==> src/rtl/bist_pkg.sv <==
package bist_pkg;

    typedef enum logic [3:0] {
        ST_IDLE,
        ST_SELRST,
        ST_ROM,
        ST_REG_WR,
        ST_REG_RD,
        ST_DIAG_REQ,
        ST_DIAG_WAIT,
        ST_WRITE,
        ST_DEVRST
    } bist_state_e;

    localparam int unsigned BIT_OVERALL = 12;
    localparam int unsigned BIT_DIAG    = 5;
    localparam int unsigned BIT_REG     = 3;
    localparam int unsigned BIT_ROM     = 2;

    localparam logic [15:0] MISR_POLY = 16'h1021;
    localparam logic [15:0] MISR_SEED = 16'hFFFF;
    localparam logic [15:0] PAT_A     = 16'hAAAA;
    localparam logic [15:0] PAT_B     = 16'h5555;

    typedef struct packed {
        logic diag_fail;
        logic reg_fail;
        logic rom_fail;
    } bist_flags_t;

    function automatic logic [15:0] misr_step(input logic [15:0] s, input logic [15:0] d);
        return ({s[14:0], 1'b0} ^ (s[15] ? MISR_POLY : 16'h0000)) ^ d;
    endfunction

    function automatic logic [15:0] pack_status(input bist_flags_t f);
        logic [15:0] w;
        w = '0;
        w[BIT_ROM]     = f.rom_fail;
        w[BIT_REG]     = f.reg_fail;
        w[BIT_DIAG]    = f.diag_fail;
        w[BIT_OVERALL] = f.rom_fail | f.reg_fail | f.diag_fail;
        return w;
    endfunction

endpackage

==> src/rtl/bist_misr.sv <==
module bist_misr
    import bist_pkg::*;
(
    input  logic        clk,
    input  logic        rst,
    input  logic        seed_load,
    input  logic        absorb,
    input  logic [15:0] data,
    output logic [15:0] sig,
    output logic [15:0] sig_next
);
    logic [15:0] sig_q;

    assign sig_next = misr_step(sig_q, data);
    assign sig      = sig_q;

    always_ff @(posedge clk) begin
        if (rst || seed_load) begin
            sig_q <= MISR_SEED;
        end else if (absorb) begin
            sig_q <= sig_next;
        end
    end
endmodule

==> src/rtl/bist_diag_wait.sv <==
module bist_diag_wait #(
    parameter int unsigned TIMEOUT = 1024
) (
    input  logic clk,
    input  logic rst,
    input  logic arm,
    input  logic active,
    input  logic reply,
    input  logic reply_fail,
    output logic finished,
    output logic result_fail
);
    localparam int unsigned CW = $clog2(TIMEOUT + 1);
    localparam logic [CW-1:0] LAST = CW'(TIMEOUT - 1);

    logic [CW-1:0] cnt_q;

    always_ff @(posedge clk) begin
        if (rst || arm) begin
            cnt_q <= '0;
        end else if (active) begin
            cnt_q <= cnt_q + 1'b1;
        end
    end

    assign finished    = active && (reply || cnt_q == LAST);
    assign result_fail = reply ? reply_fail : 1'b1;
endmodule

==> src/rtl/bist_seq.sv <==
module bist_seq
    import bist_pkg::*;
#(
    parameter int unsigned AW        = 32,
    parameter int unsigned ROM_DEPTH = 64,
    parameter int unsigned REG_COUNT = 8,
    parameter int unsigned TIMEOUT   = 1024,
    parameter logic [15:0] GOLDEN    = 16'h0000,
    localparam int unsigned RA_W     = $clog2(ROM_DEPTH),
    localparam int unsigned RI_W     = $clog2(REG_COUNT)
) (
    input  logic            clk,
    input  logic            rst,
    input  logic            start,
    input  logic [AW-1:0]   start_addr,
    output logic            busy,
    output logic            sel_rst,
    output logic            rom_rd,
    output logic [RA_W-1:0] rom_addr,
    input  logic [15:0]     rom_data,
    output logic            reg_we,
    output logic [RI_W-1:0] reg_idx,
    output logic [15:0]     reg_wdata,
    input  logic [15:0]     reg_rdata,
    output logic            diag_req,
    input  logic            diag_done,
    input  logic            diag_fail,
    output logic            wr_en,
    output logic [AW-1:0]   wr_addr,
    output logic [31:0]     wr_data,
    output logic            dev_rst
);
    localparam logic [RA_W-1:0] ROM_LAST = RA_W'(ROM_DEPTH - 1);
    localparam logic [RI_W-1:0] REG_LAST = RI_W'(REG_COUNT - 1);

    bist_state_e     state_q;
    logic [RA_W-1:0] rom_cnt_q;
    logic [RI_W-1:0] idx_q;
    logic            pat_q;
    logic [AW-1:0]   addr_q;
    bist_flags_t     flags_q;

    logic [15:0] misr_sig;
    logic [15:0] misr_next;
    logic        dg_finished;
    logic        dg_fail;

    bist_misr u_misr (
        .clk       (clk),
        .rst       (rst),
        .seed_load (state_q == ST_SELRST),
        .absorb    (state_q == ST_ROM),
        .data      (rom_data),
        .sig       (misr_sig),
        .sig_next  (misr_next)
    );

    bist_diag_wait #(.TIMEOUT(TIMEOUT)) u_diag (
        .clk         (clk),
        .rst         (rst),
        .arm         (state_q == ST_DIAG_REQ),
        .active      (state_q == ST_DIAG_WAIT),
        .reply       (diag_done),
        .reply_fail  (diag_fail),
        .finished    (dg_finished),
        .result_fail (dg_fail)
    );

    always_ff @(posedge clk) begin
        if (rst) begin
            state_q   <= ST_IDLE;
            rom_cnt_q <= '0;
            idx_q     <= '0;
            pat_q     <= 1'b0;
            addr_q    <= '0;
            flags_q   <= '0;
        end else begin
            unique case (state_q)
                ST_IDLE: begin
                    if (start) begin
                        addr_q  <= start_addr;
                        state_q <= ST_SELRST;
                    end
                end
                ST_SELRST: begin
                    rom_cnt_q <= '0;
                    idx_q     <= '0;
                    pat_q     <= 1'b0;
                    flags_q   <= '0;
                    state_q   <= ST_ROM;
                end
                ST_ROM: begin
                    rom_cnt_q <= rom_cnt_q + 1'b1;
                    if (rom_cnt_q == ROM_LAST) begin
                        flags_q.rom_fail <= (misr_next != GOLDEN);
                        state_q          <= ST_REG_WR;
                    end
                end
                ST_REG_WR: begin
                    state_q <= ST_REG_RD;
                end
                ST_REG_RD: begin
                    if (reg_rdata != reg_wdata) begin
                        flags_q.reg_fail <= 1'b1;
                    end
                    if (!pat_q) begin
                        pat_q   <= 1'b1;
                        state_q <= ST_REG_WR;
                    end else begin
                        pat_q <= 1'b0;
                        if (idx_q == REG_LAST) begin
                            state_q <= ST_DIAG_REQ;
                        end else begin
                            idx_q   <= idx_q + 1'b1;
                            state_q <= ST_REG_WR;
                        end
                    end
                end
                ST_DIAG_REQ: begin
                    state_q <= ST_DIAG_WAIT;
                end
                ST_DIAG_WAIT: begin
                    if (dg_finished) begin
                        flags_q.diag_fail <= dg_fail;
                        state_q           <= ST_WRITE;
                    end
                end
                ST_WRITE: begin
                    state_q <= ST_DEVRST;
                end
                ST_DEVRST: begin
                    state_q <= ST_IDLE;
                end
                default: state_q <= ST_IDLE;
            endcase
        end
    end

    assign busy      = (state_q != ST_IDLE);
    assign sel_rst   = (state_q == ST_SELRST);
    assign rom_rd    = (state_q == ST_ROM);
    assign rom_addr  = rom_cnt_q;
    assign reg_we    = (state_q == ST_REG_WR);
    assign reg_idx   = idx_q;
    assign reg_wdata = pat_q ? PAT_B : PAT_A;
    assign diag_req  = (state_q == ST_DIAG_REQ);
    assign wr_en     = (state_q == ST_WRITE);
    assign wr_addr   = addr_q;
    assign wr_data   = {misr_sig, pack_status(flags_q)};
    assign dev_rst   = (state_q == ST_DEVRST);
endmodule

==> config.mk <==
export PLATFORM = sky130hd
export DESIGN_NAME = bist_seq
export DESIGN_NICKNAME = d
export VERILOG_FILES = /design/src/rtl/bist_pkg.sv /design/src/rtl/bist_misr.sv /design/src/rtl/bist_diag_wait.sv /design/src/rtl/bist_seq.sv
export SDC_FILE = /design/constraint.sdc
export NUM_CORES = 1
export LEC_CHECK = 0
export CAP_MARGIN = 20
export CORE_ASPECT_RATIO = 1.25
export CORE_UTILIZATION = 40
export CTS_CLUSTER_SIZE = 40
export DETAILED_ROUTE_END_ITERATION = 8
export DONT_BUFFER_PORTS = 1
export HOLD_SLACK_MARGIN = 0.03
export PLACE_DENSITY = 0.62
export SLEW_MARGIN = 0
export SYNTH_ARGS = -nofsm -noshare
export SYNTH_HDL_FRONTEND = slang
export SYNTH_SLANG_ARGS = --single-unit
==> constraint.sdc <==
create_clock -name clk -period 5.7 [get_ports clk]
set_clock_uncertainty 0.15 [all_clocks]
set_input_delay 0.57 -clock clk [delete_from_list [all_inputs] [get_ports clk]]
set_output_delay 0.57 -clock clk [all_outputs]
set_load 0.005 [all_outputs]
[After elaboration in Yosys (flattened, before gate mapping)]
Index checks and enable logic that the tools add are counted.
Word-level totals
  register bits after elaboration: 76
  output and inout bits: 96
Cells by class
  $add $sub $neg: 3
  equal/unequal tests: 18
  muxes and demuxes: 21
  bitwise logic cells: 4
  reductions and logical operators: 16
Operator list (number)
  $pmux W4 S8: 1
  $xor A16 B16 Y16: 2
  $eq A4 B3 Y1 const B: 4
  $mux W16: 1
  $mux W4: 4
  $ne A16 B16 Y1: 1
  $reduce_bool A16 Y1: 1
  $mux W13: 1
  $pmux W6 S2: 1
  $add A11 B1 Y11 const B: 1
  $eq A11 B10 Y1 const B: 1
  $ne A2 B2 Y1 const B: 5
  $mux W3: 3
  $eq A4 B2 Y1 const B: 2
  $pmux W1 S2: 4
  $reduce_and A2 Y1: 4
  $add A6 B1 Y6 const B: 1
  $eq A6 B6 Y1 const B: 1
  $pmux W3 S2: 1
  $reduce_and A3 Y1: 2
  $reduce_bool A2 Y1: 3
  $mux W1: 5
  $eq A4 B1 Y1 const B: 1
  $eq A4 B4 Y1 const B: 1
  other kinds (8): 11

[Depth between registers and ports, before layout]
Gate-level depths: netlist of run 1.
  depth in word-level cells: 6
  gate-level depth with buffers: 7
  mapped depth without buffers: 6

[Modules after synthesis]
A second synthesis of run 1 with hierarchy kept.
Unflattened totals
  cell total of the unflattened synthesis: 423
  area total of the unflattened synthesis: 3642.2 um^2
By module, submodules not included
  bist_seq: times used 1, cells an instance 294, area each 2324.7 um^2, sequential area each 980.9 um^2
  bist_misr: times used 1, cells an instance 73, area each 809.5 um^2, sequential area each 320.3 um^2
  bist_diag_wait: times used 1, cells an instance 56, area each 508.0 um^2, sequential area each 220.2 um^2

[Worst setup path before layout of run 1]
No wires, ideal clock.
  path kind: register to output
  from: register state_q[1]
  to: output sel_rst
  arrival time: 1.247 ns
  setup slack: 3.733 ns
  stages on the path, launching flop included: 4
  path buffers: 1
  cells stage by stage: dfxtp_1 -> or4b_2 -> clkbuf_1 -> inv_1
On the way
  longest elaborated chain between the ends: 1
Ends and longest elaborated chain
  from (decl): line bist_seq.sv:36  | bist_state_e state_q;
  from (signal assigned): line bist_seq.sv:71  | state_q <= ST_IDLE;
  from (signal assigned): line bist_seq.sv:82  | state_q <= ST_SELRST;
  from (signal assigned): line bist_seq.sv:90  | state_q <= ST_ROM;
  $eq A4 B1 Y1: line bist_seq.sv:140  | assign sel_rst = (state_q == ST_SELRST);
  to (decl): line bist_seq.sv:17  | output logic sel_rst,
Every way passes these cells.

[Worst setup path in the final report of run 1]
  from: register state_q[1]
  to: output rom_rd
On the way
  longest elaborated chain between the ends: 1
Ends and longest elaborated chain
  $eq A4 B2 Y1: line bist_seq.sv:141  | assign rom_rd = (state_q == ST_ROM);
  to (decl): line bist_seq.sv:18  | output logic rom_rd,
Every way passes these cells.

==> results.md, run 1 <==
- Final clock period utilization by the worst path: 52.0%
- Post-synthesis cell type with the largest combined area: sky130_fd_sc_hd__dfxtp_1
- Fill count: about 850
- Library cells used by synthesis: 46
- Basic-gate share of the synthesized area counting and, or, nand and nor cells: between 20% and 30%
- Largest buffer count on any clock path: 2
- Proportion of register bits with asynchronous set or reset after synthesis: 0%
- Number of antenna violations at the first check in global routing: 0
- Top-level I/O count: about 170
- Cells after synthesis: between 400 and 500
- Leakage component of the power: roughly 1.3 nW
- Average detailed-routed wire length per instance: 15.2 um
- Cell Area, Synth: roughly 0.0035 mm^2
- Kind of cell adding the most delay to the critical path: simple AND/OR/NAND/NOR gates
- Endpoint of the worst register-to-register path: rom_addr[5]$_SDFFE_PP0N_
- Hold EP: reg_idx[2]$_SDFFE_PP0P_
- Buffers inserted during post-CTS setup optimization: 0
- Antenna diode count: 0
- Global routing usage on met1: 20.7%
- Share of cells above drive strength 1: 5.91%
- Insertion delay of the later-clocked pin in the worst-skew pair: around 350 ps
- CP max FO: 34
- Total of cells resized after clock tree synthesis: 0
- DP Worst Slack: 2940 ps
- Critical path's largest stage delay: approximately 960 ps
- Length in cells of the worst reg-to-reg path: 5
- Flop2flop setup slack: about 2900 ps
- Outcome: finished clean
- Number of design-rule violations left by the first detailed-router iteration: approximately 110
- Power Density: roughly 300 mW/mm^2
- Share of the synthesized area in compound gates (AO/OA/AOI/OAI): around an eighth
- Element type at the critical path end: primary output
- Max rail drop VDD: about 160 uV
- Final WS setup: 2740 ps
- Number of enable flip-flop cells after synthesis: 0
- Root Driver: sky130_fd_sc_hd__clkbuf_8
- Top cell types by occurrence after synthesis: 100 x sky130_fd_sc_hd__nand2_1, 76 x sky130_fd_sc_hd__dfxtp_1, 44 x sky130_fd_sc_hd__a21oi_1, 27 x sky130_fd_sc_hd__buf_4, 25 x sky130_fd_sc_hd__nor2_1
- Die W: between 80 and 90 um
- Clock sinks: 76
- Nets: around 480
- Post-Route WL: ~7.9 mm
- Core region area: 0.00838 mm^2
- Overflow left after global routing: 0
- Crit path cell chain: or4b_1 -> clkinv_2
- Clock tree from TritonCTS: built
- Via count of the first global-routing pass: between 2k and 2.5k
- Count of H-tree levels built during CTS: 3
- Pin count of the biggest net entering global routing: 53
- Area growth from synthesis to layout: 3.46%
- DIE HEIGHT: ~110 um
- Number of nets with antenna violations after detailed routing: 0
- Number of remaining DRC errors: 0
- Peak-usage layer in the global routing report: met2
- Clock Pin Slew Worst Setup and Hold Paths: around 80 ps
- Detailed-router iteration count before antenna repair: 4
- Critical path class: flip-flop to primary output
- Die area: roughly 0.0092 mm^2
- Tightest slew margin relative to the limit: 29.6%
- Met3 Usage GRT: around 5.5%
- Worst endpoint data arrival time: around 2200 ps
- Number of port buffers: 0
- Post-cts hold buffer count: 0
- Total clock buffers created by CTS: 9
- Initial Utilization: a little over two fifths
- Final instance area: ~0.0036 mm^2
- Main combinational cell family by area after synthesis: simple AND/OR/NAND/NOR gates
- Path category of the worst min-delay check: primary input to flip-flop
- Most common flop cell mapped by yosys: sky130_fd_sc_hd__dfxtp_1
- Setup TNS: 0 ps
- Largest cells by area after synthesis: sky130_fd_sc_hd__dfxtp_1 43%, sky130_fd_sc_hd__nand2_1 11%, sky130_fd_sc_hd__a21oi_1 6.3%, sky130_fd_sc_hd__buf_4 5.8%, sky130_fd_sc_hd__xnor2_1 5.5%
- Slew at the pin closest to its max-slew limit: ~1100 ps
- Flops & latches, synth: 76
- Yosys synthesis warning count: 0
- Number of cells on the worst hold path: 1
- Total Routing Usage GR: between 15 and 20%
- Start of the worst register-to-register path: state_q[1]$_SDFFE_PP0P_
- Minimum clock period after layout: 2960 ps
- Synthesized area per cell: approximately 8.2 um^2
- Sequential cell area fraction in the yosys report: between 40% and 50%
- Number of violations of the max-capacitance limit: 0
- Final estimated routing congestion in global placement: roughly 0.78
- Vias after detailed routing: roughly 2.8k
- Slowest library cell on the worst path: sky130_fd_sc_hd__or4b_1
- Placed Instance Area: between 0.003 and 0.004 mm^2
- Fmax: 337 MHz
- Mux share of post-synthesis cell area: less than 1%
- Cell Count Post-Placement: ~510
- Detailed placement HPWL: roughly 5.7 mm
- CP startpoint kind: flip-flop
- Share of the synthesized area in the top cell type: 43.3%
- Synthesized-area fraction occupied by adder cells: 1.43%
- FP Rows: 37
- # setup viols final: 0
- Wire length of the first global-routing pass: between 10 and 15 mm
- Post-Synth XOR/XNOR Area: between 6 and 7%
- Met2 global-route usage: approximately 27%
- Post-layout instance count excluding filler cells: between 500 and 600
- Final Max Tran Viols: 0
- Setup repair after global routing missed its margin: false
- Required arrival time at the worst endpoint: 4980 ps
- Final number of hold-violating endpoints: 0
- Number of vias per cell after detailed routing: approximately 5.3
- Most frequent cell after synthesis: sky130_fd_sc_hd__nand2_1
- Buffer and inverter count on the worst path: 1
- Startpoint of the most critical hold path: rst
## cell families (layout without fill, tap and decap cells)
| logic type | count (synthesis) | count (layout) |
|---|---|---|
| adder cells (fa/ha/maj) | 4 | 4 |
| buffers and inverters | 54 | 21 |
| other | 1 | 12 |
| AND/OR/NAND/NOR | 188 | 188 |
| flip-flops | 76 | 76 |
| multiplexers | 3 | 3 |
| AO/OA/AOI/OAI | 75 | 75 |
| XOR/XNOR | 27 | 27 |
## worst register-to-register path, delay by kind of cell (launching register included)
kind / cells / cell delay [ps]
buf+inv: 1 / 330
flops: 1 / 600
compound gates: 1 / 140
simple gates: 3 / 1510
## placed cells by master (no fill, tap or decap), types with 6 or more instances in the layout
cell type                  synthesis  layout
sky130_fd_sc_hd__dfxtp_1          76      76
sky130_fd_sc_hd__nor4bb_1          6       6
sky130_fd_sc_hd__conb_1            1      12
sky130_fd_sc_hd__o211ai_1         15      15
sky130_fd_sc_hd__xnor2_1          22      22
sky130_fd_sc_hd__a21oi_1          44      44
sky130_fd_sc_hd__nor2_1           25      25
sky130_fd_sc_hd__clkbuf_8          0      10
sky130_fd_sc_hd__nand4_1           8       8
sky130_fd_sc_hd__nand3_1          10      10
sky130_fd_sc_hd__nand2_1         100     100
## report_power, final
part	internal (mW)	switching (mW)
clock	0.209	0.196
combinational	0.0446	0.0659
sequential	0.559	0.0315
## sequential cells by signal (all words and copies together), names as in the netlist
register      cells
pat_q             1
reg_idx           3
rom_addr          6
u_diag.cnt_q     11
u_misr.sig       16
wr_addr          32
wr_data           3
state_q           4
## layout make-up
cell class | count | area, um^2 | area share, %
inverter | 3 | 12.5 | 0.344
clock inverter | 5 | 52.6 | 1.45
clock buffer | 10 | 138 | 3.79
sequential | 76 | 1520 | 41.9
tap | 117 | 146 | 4.03
timing repair buffer | 3 | 37.5 | 1.03
multi-input combinational | 309 | 1720 | 47.5
## worst max path at each step
stage | startpoint | endpoint | cells after the start
floorplan | state_q[1]$_SDFFE_PP0P_ | sel_rst | 3
global placement | state_q[1]$_SDFFE_PP0P_ | rom_addr[5]$_SDFFE_PP0N_ | 5
detailed placement | state_q[1]$_SDFFE_PP0P_ | rom_addr[5]$_SDFFE_PP0N_ | 5
CTS | state_q[1]$_SDFFE_PP0P_ | rom_rd | 2
global route | state_q[0]$_SDFFE_PP0P_ | rom_rd | 2
finish | state_q[1]$_SDFFE_PP0P_ | rom_rd | 2
## per-stage QoR
stage	utilization (%)	hold slack, ps	power [mW]
final	43.3	140	1.11
after global routing	43.3	116	1.16
after CTS	43.2	113	1.12
after detailed placement	40.9	311	0.712
after global placement	40.7	309	0.706
after floorplan	-	303	0.698
## metal layers
| layer | part of all wire (%) | vias up |
|---|---|---|
| met5 | 0 | - |
| met4 | 2.8 | 0 |
| met3 | 6.9 | 15 |
| met2 | 48 | 89 |
| met1 | 43 | 1310 |
| li1 | - | 1382 |
Note: power is estimated with default switching activity, not from simulation.
==> inputs of run 2 (changes only) <==
clock period = 3 ns   (was 5.7 ns; I/O delays follow)
==> results.md, run 2 (synthesis results as in run 1) <==
- Element type at the critical path end: flip-flop
- Leakage component of the power: 1.50 nW (+11%)
- Flip-flop count of the largest register after layout: 32 (unchanged)
- Slew at the pin closest to its max-slew limit: 985 ps (-71.1 ps)
- Setup TNS: 0 ps (unchanged)
- Pin count of the biggest net entering global routing: 50 (-5.7%)
- Number of port buffers: 0 (unchanged)
- Clock Pin Slew Worst Setup and Hold Paths: 70 ps (about the same)
- Largest buffer count on any clock path: 2 (unchanged)
- Number of violations of the max-capacitance limit: 0 (unchanged)
- CP startpoint kind: flip-flop
- Path category of the worst min-delay check: primary input to flip-flop
- Total of cells resized after clock tree synthesis: 0 (unchanged)
- CP max FO: 16 (-53%)
- Number of design-rule violations left by the first detailed-router iteration: 181 (+68%)
- Critical path class: flip-flop to flip-flop
- Top-level I/O count: 165 (unchanged)
- Number of antenna violations at the first check in global routing: 0 (unchanged)
- Initial Utilization: 41.9% (unchanged)
- Insertion delay of the later-clocked pin in the worst-skew pair: 340 ps (about the same)
- Clock sinks: 76 (unchanged)
- Number of remaining DRC errors: 0 (unchanged)
- Core region area: 0.00838 mm^2 (unchanged)
- Average detailed-routed wire length per instance: 14.9 um (-1.8%)
- Antenna diode count: 0 (unchanged)
- Post-Route WL: 8.34 mm (+5.0%)
- # setup viols final: 0 (unchanged)
- Final estimated routing congestion in global placement: 0.779 (-0.27%)
- Total Routing Usage GR: 18.9% (+1.6 points)
- Setup repair after global routing missed its margin: false
- Leading cell types in the layout, fill and taps excluded: 100 x sky130_fd_sc_hd__nand2_1, 76 x sky130_fd_sc_hd__dfxtp_1, 44 x sky130_fd_sc_hd__a21oi_1
- Vias after detailed routing: 2909 (+4.0%)
- Total clock buffers created by CTS: 9 (unchanged)
- Area growth from synthesis to layout: 13.7%
- Required arrival time at the worst endpoint: 3010 ps (-1970 ps)
- Final Max Tran Viols: 0 (unchanged)
- Nets: 513 (+8.0%)
- Share of cells above drive strength 1: 5.43% (-0.48 points)
- Max rail drop VDD: 276 uV (+77%)
- Via count of the first global-routing pass: 2774 (+12%)
- Post-cts hold buffer count: 36 (+36)
- Number of vias per cell after detailed routing: 5.20 (-2.7%)
- Clock tree from TritonCTS: built
- Die area: 0.00916 mm^2 (unchanged)
- Overflow left after global routing: 0 (unchanged)
- Worst endpoint data arrival time: 2310 ps (+70 ps)
- Die W: 85.8 um (unchanged)
- FP Rows: 37 (unchanged)
- DIE HEIGHT: 107 um (unchanged)
- Buffers inserted during post-CTS setup optimization: 0 (unchanged)
- Final clock period utilization by the worst path: about three quarters
- DP Worst Slack: 669 ps (-2270 ps)
- Final WS setup: 706 ps (-2030 ps)
- Wire length of the first global-routing pass: 13.5 mm (+9.8%)
- Fmax: 436 MHz
- Number of nets with antenna violations after detailed routing: 0 (unchanged)
- Tightest slew margin relative to the limit: 34.1% (+4.5 points)
- Outcome: finished clean
- Final number of hold-violating endpoints: 0 (unchanged)
- Minimum clock period after layout: between 2000 and 2500 ps
- Detailed-router iteration count before antenna repair: 4 (unchanged)
- Leading cell type in the layout, fill and taps excluded: sky130_fd_sc_hd__nand2_1
- Root Driver: sky130_fd_sc_hd__clkbuf_8
- Detailed placement HPWL: 5.56 mm (-2.5%)
- Power Density: 532 mW/mm^2 (+75%)
- Count of H-tree levels built during CTS: 3 (unchanged)
==> run 2: changes by cell type in the layout (fill, tap and decap cells not counted) <==
cell	previous run	this run
sky130_fd_sc_hd__buf_12	0	1
sky130_fd_sc_hd__buf_8	2	0
sky130_fd_sc_hd__clkinv_2	4	1
sky130_fd_sc_hd__buf_4	1	5
sky130_fd_sc_hd__dlygate4sd3_1	0	35
sky130_fd_sc_hd__clkbuf_1	0	1
==> run 2: metrics by stage <==
stage	total power [mW]	std cells	util [%]	cell area, um^2	hold slack (ps)
finish	2.12	559	47.6	3990	49.8
global route	2.24	559	47.6	3990	41.6
CTS	2.14	559	47.6	3990	33.0
detailed placement	1.35	510	41.1	3440	228
global placement	1.34	510	41.1	3440	225
floorplan	1.33	439	-	3550	286
==> run 2: worst paths after layout <==
| check | to | slack, ps | cells after the start | from |
|---|---|---|---|---|
| worst max-delay path | u_misr.sig[7]$_SDFFE_PP1P_ | 710 | 4 | state_q[1]$_SDFFE_PP0P_ |
| worst min-delay path | u_misr.sig[13]$_SDFFE_PP1P_ | 50 | 2 | rom_data[13] |
| worst max register to register | u_misr.sig[7]$_SDFFE_PP1P_ | 710 | 4 | state_q[1]$_SDFFE_PP0P_ |
| worst min register to register | wr_addr[17]$_SDFFE_PP0P_ | 330 | 2 | wr_addr[17]$_SDFFE_PP0P_ |
==> run 2: metal layers <==
| layer | wire [um] | GRT usage, % | vias up |
|---|---|---|---|
| met5 | 0 | 0 | - |
| met4 | 189 | 8.93 | 0 |
| met3 | 646 | 7.16 | 15 |
| met1 | 3350 | 22.2 | 1338 |
| li1 | - | - | 1451 |
| met2 | 4160 | 30.2 | 105 |
==> run 2: power breakdown <==
part           total [mW]  internal (mW)  switching, mW
clock network       0.744          0.394          0.350
logic               0.258          0.115          0.144
registers            1.12           1.06         0.0594
total                2.12           1.57          0.553
==> run 2: worst max-delay path, stage by stage (launching register included) <==
cell	delay [ps]
sky130_fd_sc_hd__dfxtp_1	600
sky130_fd_sc_hd__or4b_2	310
sky130_fd_sc_hd__inv_1	110
sky130_fd_sc_hd__nor2_1	750
sky130_fd_sc_hd__o211ai_1	200
==> run 2: layout make-up <==
type	count	area, um^2
fill	810	4390
multi-input combinational	309	1720
sequential	76	1520
timing repair buffer	41	408
tap	117	146
clock buffer	11	141
clock inverter	2	37.5
inverter	3	12.5
